==> src/rtl/invwr_ctrl.sv <==
module invwr_ctrl #(
  parameter int DATA_W = 16,
  parameter int ADDR_W = 6,
  parameter int RD_LAT = 2,
  localparam int CNT_W = $clog2(DATA_W + 2),
  localparam int LAT_W = $clog2(RD_LAT + 1) + 1
) (
  input  logic              clk,
  input  logic              rst_n,
  input  logic              req_valid,
  output logic              req_ready,
  input  logic              req_write,
  input  logic [ADDR_W-1:0] req_addr,
  input  logic [DATA_W-1:0] req_wdata,
  output logic              resp_valid,
  output logic [DATA_W-1:0] resp_rdata,
  output logic [CNT_W-1:0]  resp_prog_cnt,
  output logic              mem_rd_en,
  output logic [ADDR_W-1:0] mem_addr,
  input  logic [DATA_W-1:0] mem_rd_data,
  input  logic              mem_rd_flag,
  output logic              mem_wr_en,
  output logic [DATA_W-1:0] mem_wr_data,
  output logic              mem_wr_flag,
  output logic [DATA_W-1:0] mem_wr_mask,
  output logic              mem_wr_flag_mask
);

  localparam int HALF_CNT = (DATA_W + 1) / 2;

  typedef enum logic [1:0] {ST_IDLE, ST_RD, ST_WAIT, ST_WR} state_t;

  state_t            state;
  logic              op_wr;
  logic [ADDR_W-1:0] op_addr;
  logic [DATA_W-1:0] op_wdata;
  logic [LAT_W-1:0]  lat_cnt;

  function automatic logic [CNT_W-1:0] ones(input logic [DATA_W-1:0] v);
    logic [CNT_W-1:0] acc;
    acc = '0;
    for (int i = 0; i < DATA_W; i++) acc = acc + CNT_W'(v[i]);
    return acc;
  endfunction

  logic [CNT_W-1:0]  n_diff, cost_raw, cost_inv, new_cnt;
  logic              pick_inv;
  logic [DATA_W-1:0] new_phys;
  logic              capture;

  assign n_diff   = ones(mem_rd_data ^ op_wdata);
  assign cost_raw = n_diff + CNT_W'(mem_rd_flag);
  assign cost_inv = CNT_W'(DATA_W) - n_diff + CNT_W'(!mem_rd_flag);
  assign pick_inv = cost_inv < cost_raw;
  assign new_phys = pick_inv ? ~op_wdata : op_wdata;
  assign new_cnt  = pick_inv ? cost_inv : cost_raw;
  assign capture  = (state == ST_WAIT) && (lat_cnt == LAT_W'(RD_LAT));

  assign req_ready = (state == ST_IDLE);
  assign mem_rd_en = (state == ST_RD);
  assign mem_wr_en = (state == ST_WR);
  assign mem_addr  = op_addr;

  always_ff @(posedge clk or negedge rst_n) begin
    if (!rst_n) begin
      state            <= ST_IDLE;
      op_wr            <= 1'b0;
      op_addr          <= '0;
      op_wdata         <= '0;
      lat_cnt          <= '0;
      resp_valid       <= 1'b0;
      resp_rdata       <= '0;
      resp_prog_cnt    <= '0;
      mem_wr_data      <= '0;
      mem_wr_flag      <= 1'b0;
      mem_wr_mask      <= '0;
      mem_wr_flag_mask <= 1'b0;
    end else begin
      resp_valid <= 1'b0;
      case (state)
        ST_IDLE: if (req_valid) begin
          op_wr    <= req_write;
          op_addr  <= req_addr;
          op_wdata <= req_wdata;
          state    <= ST_RD;
        end
        ST_RD: begin
          lat_cnt <= LAT_W'(1);
          state   <= ST_WAIT;
        end
        ST_WAIT: begin
          lat_cnt <= lat_cnt + LAT_W'(1);
          if (capture) begin
            if (!op_wr) begin
              resp_rdata    <= mem_rd_data ^ {DATA_W{mem_rd_flag}};
              resp_prog_cnt <= '0;
              resp_valid    <= 1'b1;
              state         <= ST_IDLE;
            end else if (new_cnt == '0) begin
              resp_prog_cnt <= '0;
              resp_valid    <= 1'b1;
              state         <= ST_IDLE;
            end else begin
              mem_wr_data      <= new_phys;
              mem_wr_flag      <= pick_inv;
              mem_wr_mask      <= mem_rd_data ^ new_phys;
              mem_wr_flag_mask <= mem_rd_flag ^ pick_inv;
              resp_prog_cnt    <= new_cnt;
              state            <= ST_WR;
            end
          end
        end
        ST_WR: begin
          resp_valid <= 1'b1;
          state      <= ST_IDLE;
        end
        default: state <= ST_IDLE;
      endcase
    end
  end

  AST_SINGLE_READ: assert property (@(posedge clk) disable iff (!rst_n)
    mem_rd_en |=> !mem_rd_en);

  AST_NO_OVERFLOW: assert property (@(posedge clk) disable iff (!rst_n)
    resp_valid |-> (resp_prog_cnt <= CNT_W'(HALF_CNT)));

  AST_WR_NOT_EMPTY: assert property (@(posedge clk) disable iff (!rst_n)
    mem_wr_en |-> ((mem_wr_mask != '0) || mem_wr_flag_mask));

  AST_WR_COUNT_MATCH: assert property (@(posedge clk) disable iff (!rst_n)
    mem_wr_en |-> ($countones({mem_wr_mask, mem_wr_flag_mask}) == int'(resp_prog_cnt)));

  AST_BUSY_NOT_READY: assert property (@(posedge clk) disable iff (!rst_n)
    (mem_rd_en || mem_wr_en) |-> !req_ready);

  AST_RESP_IDLE: assert property (@(posedge clk) disable iff (!rst_n)
    resp_valid |-> (req_ready && !mem_rd_en && !mem_wr_en));

endmodule

==> config.mk <==
export PLATFORM = sky130hd
export DESIGN_NAME = invwr_ctrl
export DESIGN_NICKNAME = d
export VERILOG_FILES = /design/src/rtl/invwr_ctrl.sv
export SDC_FILE = /design/constraint.sdc
export NUM_CORES = 1
export LEC_CHECK = 0
export BUFFER_PORTS_ARGS = -buffer_cell sky130_fd_sc_hd__buf_2
export CAP_MARGIN = 10
export CELL_PAD_IN_SITES_DETAIL_PLACEMENT = 1
export CELL_PAD_IN_SITES_GLOBAL_PLACEMENT = 2
export CORE_MARGIN = 8
export CORE_UTILIZATION = 34
export DETAILED_ROUTE_END_ITERATION = 10
export PLACE_DENSITY_LB_ADDON = 0.1
export SYNTH_ARGS = -nofsm -noshare
export SYNTH_HDL_FRONTEND = slang
export SYNTH_SLANG_ARGS = --single-unit
==> constraint.sdc <==
create_clock -name clk -period 6.8 [get_ports clk]
set_input_delay 0.34 -clock clk [delete_from_list [all_inputs] [get_ports clk]]
set_output_delay 0.34 -clock clk [all_outputs]
set_load 0.02 [all_outputs]
Yosys cells after proc, flatten, opt, wreduce, memory -nomap -nowiden
Index checks and enable logic that the tools add are counted.
W data, S select, Z words.
- equal/unequal tests: 6
- reduce and logical (&&, ||, !) cells: 10
- bitwise gates (word level): 7
- muxes and demuxes: 14
- magnitude comparators: 1
- $add $sub $neg: 19
- operators with widths (operator ; count):
    $add A5 B1 Y5 ; 13
    $xor A16 B16 Y16 ; 3
    $mux W16 ; 1
    $not A16 Y16 ; 1
    $mux W5 ; 3
    $mux W2 ; 4
    $pmux W2 S4 ; 1
    $pmux W3 S2 ; 1
    $reduce_and A2 Y1 ; 3
    $add A4 B1 Y5 ; 1
    $logic_not A5 Y1 ; 1
    $lt A5 B5 Y1 ; 1
    $sub A5 B5 Y5 const A ; 1
    $add A3 B1 Y4 ; 1
    $eq A2 B2 Y1 const B ; 2
    $ne A2 B2 Y1 const B ; 2
    $reduce_and A4 Y1 ; 1
    $add A2 B1 Y3 ; 1
    $add A3 B1 Y3 const B ; 1
    $eq A3 B2 Y1 const B ; 1
    $mux W1 ; 3
    $reduce_and A3 Y1 ; 1
    $add A1 B1 Y2 ; 1
    $eq A2 B1 Y1 const B ; 1
    other kinds (7) ; 8
- bits in registers: 84
- input bits: 43

Logic depth before layout (Yosys ltp)
Gate-level depths: netlist of the first run.
- depth in word-level cells: 25
- depth in mapped cells: 26
- depth with buffers taken out: 23

Worst setup path before layout of the first run
Ideal clock, no wire load.
- path kind: register to register
- from: reg op_wdata[0]
- to: reg mem_wr_mask[14]
- period minus slack after synthesis: 5878 ps
- setup time: 87 ps
- data arrival time: 5791 ps
- stages on the path, launching flop included: 24
- buffers on the path: 2
- data required time: 6713 ps
- slack: 922 ps
- cells stage by stage: dfrtp_1 xnor2_1 inv_1 fa_1 inv_1 fa_1 fa_1 inv_1 fa_1 ha_1 fa_1 xnor2_1 nand2_1 xnor2_1 inv_1 ha_1 a21o_1 a31oi_1 o21ai_1 a31oi_1 buf_2 buf_2 nand3_1 a22oi_1
- longest elaborated chain between the ends: 23
- elaborated cells between the ends (all ways): 26
- classes of those cells: add/sub: 18; order compare: 1; mux: 2; bitwise: 3; reduce/logical: 2
- RTL lines (what ; RTL line ; source):
    from (decl) ; 36 ; logic [DATA_W-1:0] op_wdata;
    from (signal assigned) ; 84 ; op_wdata <= req_wdata;
    $xor A16 B16 Y16 (*) ; 51 ; assign n_diff = ones(mem_rd_data ^ op_wdata);
    $add A1 B1 Y2 (*) ; 42 ; for (int i = 0; i < DATA_W; i++) acc = acc + CNT_W'(v[i]);
    $add A2 B1 Y3 (*) ; 42 ;
    $add A3 B1 Y4 (*) ; 42 ;
    $add A4 B1 Y5 (*) ; 42 ;
    $add A5 B1 Y5 (*) (11 in series) ; 42 ;
    $sub A5 B5 Y5 ; 53 ; assign cost_inv = CNT_W'(DATA_W) - n_diff + CNT_W'(!mem_rd_flag);
    $add A5 B1 Y5 ; 53 ;
    $lt A5 B5 Y1 ; 54 ; assign pick_inv = cost_inv < cost_raw;
    $mux W5 ; 56 ; assign new_cnt = pick_inv ? cost_inv : cost_raw;
    $logic_not A5 Y1 ; 99 ; end else if (new_cnt == '0) begin
    $not A1 Y1 (no source line) ; - ;
    $reduce_and A4 Y1 (no source line) ; - ;
    to (signal assigned) ; 106 ; mem_wr_mask <= mem_rd_data ^ new_phys;
    to (decl) ; 25 ; output logic [DATA_W-1:0] mem_wr_mask,
Mark *: on every way between the ends. The rest lies on a longest branch, timed or not.
A chain may end at the register's enable or synchronous reset.

Worst setup path after layout of the first run
- from: reg op_wdata[7]
- to: reg mem_wr_data[1]
- longest elaborated chain between the ends: 17
- elaborated cells between the ends (all ways): 19
- classes of those cells: add/sub: 12; order compare: 1; mux: 2; bitwise: 2; reduce/logical: 2
- RTL lines (what ; RTL line ; source):
    $xor A16 B16 Y16 (*) ; 51 ;
    $add A5 B1 Y5 (*) (9 in series) ; 42 ;
    $sub A5 B5 Y5 ; 53 ;
    $add A5 B1 Y5 ; 53 ;
    $lt A5 B5 Y1 ; 54 ;
    $mux W5 ; 56 ;
    $logic_not A5 Y1 ; 99 ;
    $not A1 Y1 (no source line) ; - ;
    $reduce_and A4 Y1 (no source line) ; - ;
    to (signal assigned) ; 104 ; mem_wr_data <= new_phys;
    to (decl) ; 23 ; output logic [DATA_W-1:0] mem_wr_data,
Marked as above.

==> results by group, run 1 <==
Run status
  • Status: complete, but fails checks
  • Failing checks: hold timing

Clocking
  • Number of H-tree levels: 3
  • Clk Latency, worst-skew pair: roughly 0.34 ns
  • Total CTS buffers: 9
  • Clock root buffer: clkbuf_16
  • TritonCTS sink count: 84
  • CTS tree: built
  • Clock-pin slew on the worst setup and hold paths: roughly 0.07 ns
  • Postcts setup bufs: 0
  • CTS Hold Buffers Added: 0
  • Max Buffers Root-to-Sink: 2

Placed design
  • GP Congestion: between 0.8 and 0.9
  • IO buf count: approximately 110
  • HPWL after DPL: between 10000 and 15000 um

Logic synthesis
  • Top-area cell type share of the netlist area: 42.4%
  • Synthesized instance count: slightly above 500
  • Number of enable flip-flop cells after synthesis: 0
  • Synthesized flop and latch total: between 80 and 90
  • Main flop type after synthesis: dfrtp_1
  • Synthesized cell area: 4950 um2
  • Most instantiated library cell after synthesis: dfrtp_1
  • Sequential share of the synthesized area: 42.4%
  • Synth top area cells: dfrtp_1 (42%), a21oi_1 (7.1%), xnor2_1 (6.5%)
  • Area leader, netlist: dfrtp_1
  • Mean Syn Cell Area: between 9 and 10 um2
  • Synth warnings: 0
  • Syn nets: between 500 and 600
  • Synth unique cells: 52
  • Top cells by count, synth: dfrtp_1 (84), a21oi_1 (70), o21ai_0 (41), xnor2_1 (37), inv_1 (31)
  • Post-synth ARST share: between 90% and 100%

Floorplanning
  • Initial Utilization: approximately a third
  • FP Rows: 44
  • Core area: 14400 um2
  • # IOs: between 100 and 150
  • Die W: 137 um
  • Die area: 18700 um2
  • Die height: about 140 um

Routing
  • WL/cell: approximately 21 um
  • Top sig layer: met5
  • WL met2: between 7000 and 8000 um
  • Via density: 5.48
  • Routed Antenna Nets: 0
  • DRT iter0 DRCs: approximately 270
  • DRC viols: 0
  • Met1 WL: 7510 um
  • DRT Pass-1 Iters: 4
  • Routed vias: approximately 4300
  • Final wirelength: approximately 16000 um
  • Met3 WL: between 800 and 900 um

STA
  • Worst-Margin Slew: 1.00 ns
  • Clock skew: about 0.0055 ns
  • Fin. Hold Viols: 3
  • Pins Over Slew Limit: 0
  • Max Freq: around 0.16 GHz
  • Final hold slack: -0.0116 ns
  • Total negative setup slack: 0 ns
  • Fin crit share: about 95%
  • RSZ-0062 raised after global routing: no
  • Final Setup Violations: 0
  • Final Critical Period: 6.43 ns
  • Slew margin rel.: 32.9%

Cells and area
  • Final net count: between 600 and 700
  • Fill count: around 1700
  • Layout cells sized above 1: 27.4%
  • Multi-input logic area: 2610 um2
  • P&R area growth vs syn: 20.5%
  • Reg area: between 2000 and 2500 um2
  • Diode count: 0

Critical path
  • Crit. End Element: flop
  • R2R depth: 20
  • CP arrival: ~6.7 ns
  • RR Startpoint: op_wdata[7]
  • Required @ worst endpoint: 7.03 ns
  • R2R setup slack: ~0.37 ns
  • Setup CP Type: flop to flop
  • Worst path slowest cell: fa_1
  • RR Endpoint: mem_wr_data[1]
  • Cell family with most CP delay: adder cells
  • Buffer and inverter count on the worst path: 3
  • Most used cell, CP: fa_1
  • Worst Setup Start Kind: flop
  • CP max FO: 39
  • Crit path cell chain: xnor2_1 > fa_1 > fa_1 > fa_1 > inv_1 > fa_1 > ha_1 > fa_1 > nor2_1 > nand2_1 > xnor2_1 > inv_1 > ha_1 > a21o_1 > a31oi_1 > o21ai_1 > a31oi_2 > buf_12 > a21oi_1 > o32ai_1
  • CP peak stage delay: ~0.56 ns

Global routing
  • Total GRT Usage: roughly 17%
  • Initial antenna violation count: 1
  • Vias in the first global route: 4505
  • Largest net degree at the start of global routing: 44
  • Remaining Overflow, GRT: 0
  • First-pass GRT wire length: roughly 25000 um

Min path
  • Hold/Removal Path Class: input port to async pin

Job
  • Maxcap violations: 0
## how the worst max path moves through the flow
stage	startpoint	end	slack [ns]	cells past startpoint
global route	op_wdata[11]	mem_wr_data[1]	0.006	22
finish	op_wdata[7]	mem_wr_data[1]	0.37	20
CTS	op_wdata[11]	mem_wr_data[1]	0.27	22
detailed placement	mem_rd_data[0]	mem_wr_data[3]	0.28	23
floorplan	op_wdata[0]	mem_wr_mask[14]	0.92	23
global placement	mem_rd_data[0]	mem_wr_data[8]	0.49	22
## state kept, by name, summed over array words and instances, names as in the netlist
name              cells
mem_wr_data          16
resp_valid            1
mem_wr_flag_mask      1
mem_wr_mask          16
op_wdata             16
resp_rdata           16
resp_prog_cnt         5
op_wr                 1
state                 2
lat_cnt               3
mem_wr_flag           1
mem_addr              6
## worst reg2reg max path, cell delays in order, from the launching register on
cell,delay [ns]
dfrtp_1,0.46
xnor2_1,0.43
fa_1,0.53
fa_1,0.49
fa_1,0.56
inv_1,0.06
fa_1,0.47
ha_1,0.25
fa_1,0.54
nor2_1,0.28
nand2_1,0.11
xnor2_1,0.20
inv_1,0.07
ha_1,0.32
a21o_1,0.18
a31oi_1,0.21
o21ai_1,0.22
a31oi_2,0.27
buf_12,0.25
a21oi_1,0.12
o32ai_1,0.29
## layer usage
metal | vias to the layer above | track usage (%)
met2 | 97 | 27.7
met3 | 15 | 3.45
li1 | 1997 | -
met4 | 2 | 4.82
met5 | - | 0
met1 | 2193 | 23.7
## kinds of logic (layout without fill, tap and decap cells)
kind of cell / count (synthesis) / after routing / share of synthesized area (%)
AO/OA/AOI/OAI: 190 / 190 / 24.2
multiplexers: 25 / 25 / 5.63
adder cells (fa/ha/maj): 26 / 26 / 8.08
AND/OR/NAND/NOR: 78 / 78 / 7.78
buffers and inverters: 63 / 161 / 5.13
XOR/XNOR: 38 / 38 / 6.72
flip-flops: 84 / 84 / 42.4
## through the flow
stage / hold slack [ns] / utilization (%) / setup WS, ns / instances / cell area, um2
2_1_floorplan: 0.0444 / - / 0.922 / 504 / 4950
3_3_place_gp: 0.387 / 39.4 / 0.492 / 771 / 5660
3_5_place_dp: 0.380 / 39.4 / 0.277 / 771 / 5660
4_1_cts: 0.00930 / 41.5 / 0.266 / 786 / 5960
5_1_grt: 0.0371 / 41.5 / 0.00580 / 786 / 5970
6_report: -0.0116 / 41.5 / 0.374 / 786 / 5970
## cell type report
cell class,instances,share of cell area (%)
well taps,184,3.86
clock inverters,6,1.19
multi-input cells,357,43.8
clock buffers,9,3.77
inverters,31,1.95
repair buffers,115,10.2
flip-flops and latches,84,35.2
## repair_timing
action,in CTS,in global routing
gates resized for setup,0,1
endpoints found under the hold margin,0,0
setup endpoints to repair,0,10
## layout by cell type (no fill, tap or decap), drive strengths merged, types with 17 or more instances in the layout
cell   count
a21oi     71
a22oi     17
buf      115
dfrtp     84
inv       33
mux2      23
nand3     20
nor2      24
o21ai     58
o32ai     17
xnor2     37
Power of run 1 is left out: the tool's default activity adds up to more than one toggle a clock period on the data nets, which glitch-free logic cannot reach.
==> run 2, diff against run 1 <==
--- a/config.mk
+++ b/config.mk
@@ -8,9 +8,9 @@
 export BUFFER_PORTS_ARGS = -buffer_cell sky130_fd_sc_hd__buf_2
 export CAP_MARGIN = 10
 export CELL_PAD_IN_SITES_DETAIL_PLACEMENT = 1
-export CELL_PAD_IN_SITES_GLOBAL_PLACEMENT = 2
+export CELL_PAD_IN_SITES_GLOBAL_PLACEMENT = 1
 export CORE_MARGIN = 8
-export CORE_UTILIZATION = 34
+export CORE_UTILIZATION = 42
 export DETAILED_ROUTE_END_ITERATION = 10
 export PLACE_DENSITY_LB_ADDON = 0.1
 export SYNTH_ARGS = -nofsm -noshare
==> constraint.sdc (replaced) <==
create_clock -name clk -period 7.05 [get_ports clk]
set_input_delay 0.3525 -clock clk [delete_from_list [all_inputs] [get_ports clk]]
set_output_delay 0.3525 -clock clk [all_outputs]
set_load 0.02 [all_outputs]
==> run 2 against run 1 <==
  * The flow now finishes without violations
  * Utilization rose by 9.9 points
  * Maximum frequency fell by 2.2%
  * Register-to-register slack improved by 0.10 ns
  * Largest cell class unchanged
  * Clock-buffer cell count rose by 2
==> results by group, run 2 (synthesis gave the netlist of run 1 again) <==
Clocking
  • CTS Hold Buffers Added: 0
  • Clock root buffer: clkbuf_16
  • Clk Latency, worst-skew pair: approximately 0.35 ns
  • Max Buffers Root-to-Sink: 2
  • Total CTS buffers: 9
  • Clock-pin slew on the worst setup and hold paths: about 0.06 ns
  • CTS tree: built
  • Number of H-tree levels: 3
  • Postcts setup bufs: 0
  • CTS-repair resized insts: 0
  • TritonCTS sink count: 84

Floorplanning
  • Core area: around 11000 um2
  • # IOs: 108
  • Die height: ~120 um
  • FP Rows: 39
  • Initial Utilization: ~43%
  • Die area: 15500 um2
  • Die W: 125 um

Global routing
  • Initial antenna violation count: 0
  • Total GRT Usage: 19.7%
  • First-pass GRT wire length: about 25000 um
  • Largest net degree at the start of global routing: 85
  • Vias in the first global route: 4426
  • Remaining Overflow, GRT: 0

Critical path
  • R2R setup slack: between 0.4 and 0.5 ns
  • Required @ worst endpoint: roughly 7.3 ns
  • CP endpoint: mem_wr_data[0]
  • R2R depth: 22
  • CP max FO: 39
  • Crit. End Element: flop
  • Worst Setup Start Kind: flop
  • Setup CP Type: flop to flop
  • Crit path launch: op_wdata[0]
  • RR Endpoint: mem_wr_data[0]
  • CP arrival: 6.81 ns
  • RR Startpoint: op_wdata[0]

STA
  • Clock skew: between 0.005 and 0.006 ns
  • Total negative setup slack: 0 ns
  • Fin. Hold Viols: 0
  • Slew margin rel.: 24.2%
  • RSZ-0062 raised after global routing: no
  • Worst-Margin Slew: between 1 and 1.5 ns
  • Pins Over Slew Limit: 0
  • Final Setup Violations: 0
  • Final Critical Period: around 6.6 ns
  • Fin crit share: just over 90%
  • Max Freq: about 0.15 GHz

Cells and area
  • Most frequent cells in the layout: buf_2 (106), dfrtp_1 (84), a21oi_1 (70), o21ai_0 (41), xnor2_1 (37)
  • Final net count: ~670
  • Multi-input logic area: approximately 2600 um2
  • Layout cells sized above 1: a little over a quarter
  • P&R area growth vs syn: 19.0%
  • Fill count: between 1000 and 1500
  • Diode count: 0
  • Reg area: about 2100 um2
  • Most common cell after layout, fill and taps aside: buf_2

Routing
  • Routed Antenna Nets: 0
  • WL/cell: between 20 and 25 um
  • Final wirelength: approximately 15000 um
  • DRT iter0 DRCs: roughly 340
  • Via density: 5.81
  • Routed vias: approximately 4300
  • DRT Pass-1 Iters: 4
  • DRC viols: 0

Run status
  • Status: completed

Placed design
  • GP Congestion: ~0.85
  • IO buf count: roughly 110
  • HPWL after DPL: ~11000 um

Min path
  • Hold/Removal Path Class: input port to async pin

Job
  • Maxcap violations: 0
==> run 2: cell count changes in the layout (fill, tap and decap cells not counted) <==
cell	previous run	this run
clkinv_4	1	0
xnor2_1	36	37
buf_4	8	7
clkinv_2	0	2
clkinvlp_4	2	0
xnor2_2	1	0
clkbuf_8	0	2
buf_12	1	0
==> run 2: routing by layer <==
layer	share of wire (%)	up-vias	routed length (um)	GRT usage (%)
met1	45	2192	6790	25.9
met2	48	107	7340	31.0
met4	2.1	0	319	7.58
met5	0	-	0	0
li1	-	1997	-	-
met3	5.1	23	777	4.17
==> run 2: critical path: stages (launching register included) <==
cell     delay [ns]
dfrtp_1        0.43
xnor2_1        0.25
inv_1          0.11
fa_1           0.54
inv_1          0.05
fa_1           0.51
fa_1           0.56
inv_1          0.06
fa_1           0.47
ha_1           0.33
nand3_1        0.12
a21oi_1        0.45
or2_1          0.37
xnor2_1        0.19
inv_1          0.07
ha_1           0.31
a21o_1         0.18
a31oi_1        0.21
o21ai_1        0.22
a31oi_2        0.21
buf_4          0.41
a21oi_1        0.13
o32ai_1        0.27
==> run 2: how the worst min path moves through the flow <==
stage                           from               end  slack, ns  cells after the start
floorplan                      rst_n        lat_cnt[0]       0.06                      0
global placement    resp_prog_cnt[1]  resp_prog_cnt[1]       0.46                      2
detailed placement  resp_prog_cnt[1]  resp_prog_cnt[1]       0.48                      2
CTS                     req_wdata[7]       op_wdata[7]       0.23                      2
global route             req_addr[1]       mem_addr[1]       0.23                      2
finish                         rst_n  resp_prog_cnt[2]       0.18                      1
==> run 2: through the flow <==
stage / hold WS (ns) / area [um2] / util (%) / setup WS [ns] / cells
after detailed placement: 0.479 / 5590 / 48.7 / 0.488 / 728
final: 0.183 / 5900 / 51.4 / 0.478 / 744
after global routing: 0.228 / 5900 / 51.4 / 0.0795 / 744
after global placement: 0.459 / 5590 / 48.7 / 0.729 / 728
after floorplan: 0.0569 / 4950 / - / 1.17 / 504
after CTS: 0.226 / 5900 / 51.4 / 0.475 / 744
==> run 2: area by class of cell <==
class	count	area share (%)
Tap cell	143	3.03
Multi-Input combinational cell	357	44.2
Timing Repair Buffer	113	9.89
Clock inverter	5	0.976
Sequential cell	84	35.7
Clock buffer	11	4.29
Inverter	31	1.97
Power of run 2 is left out for the same reason.
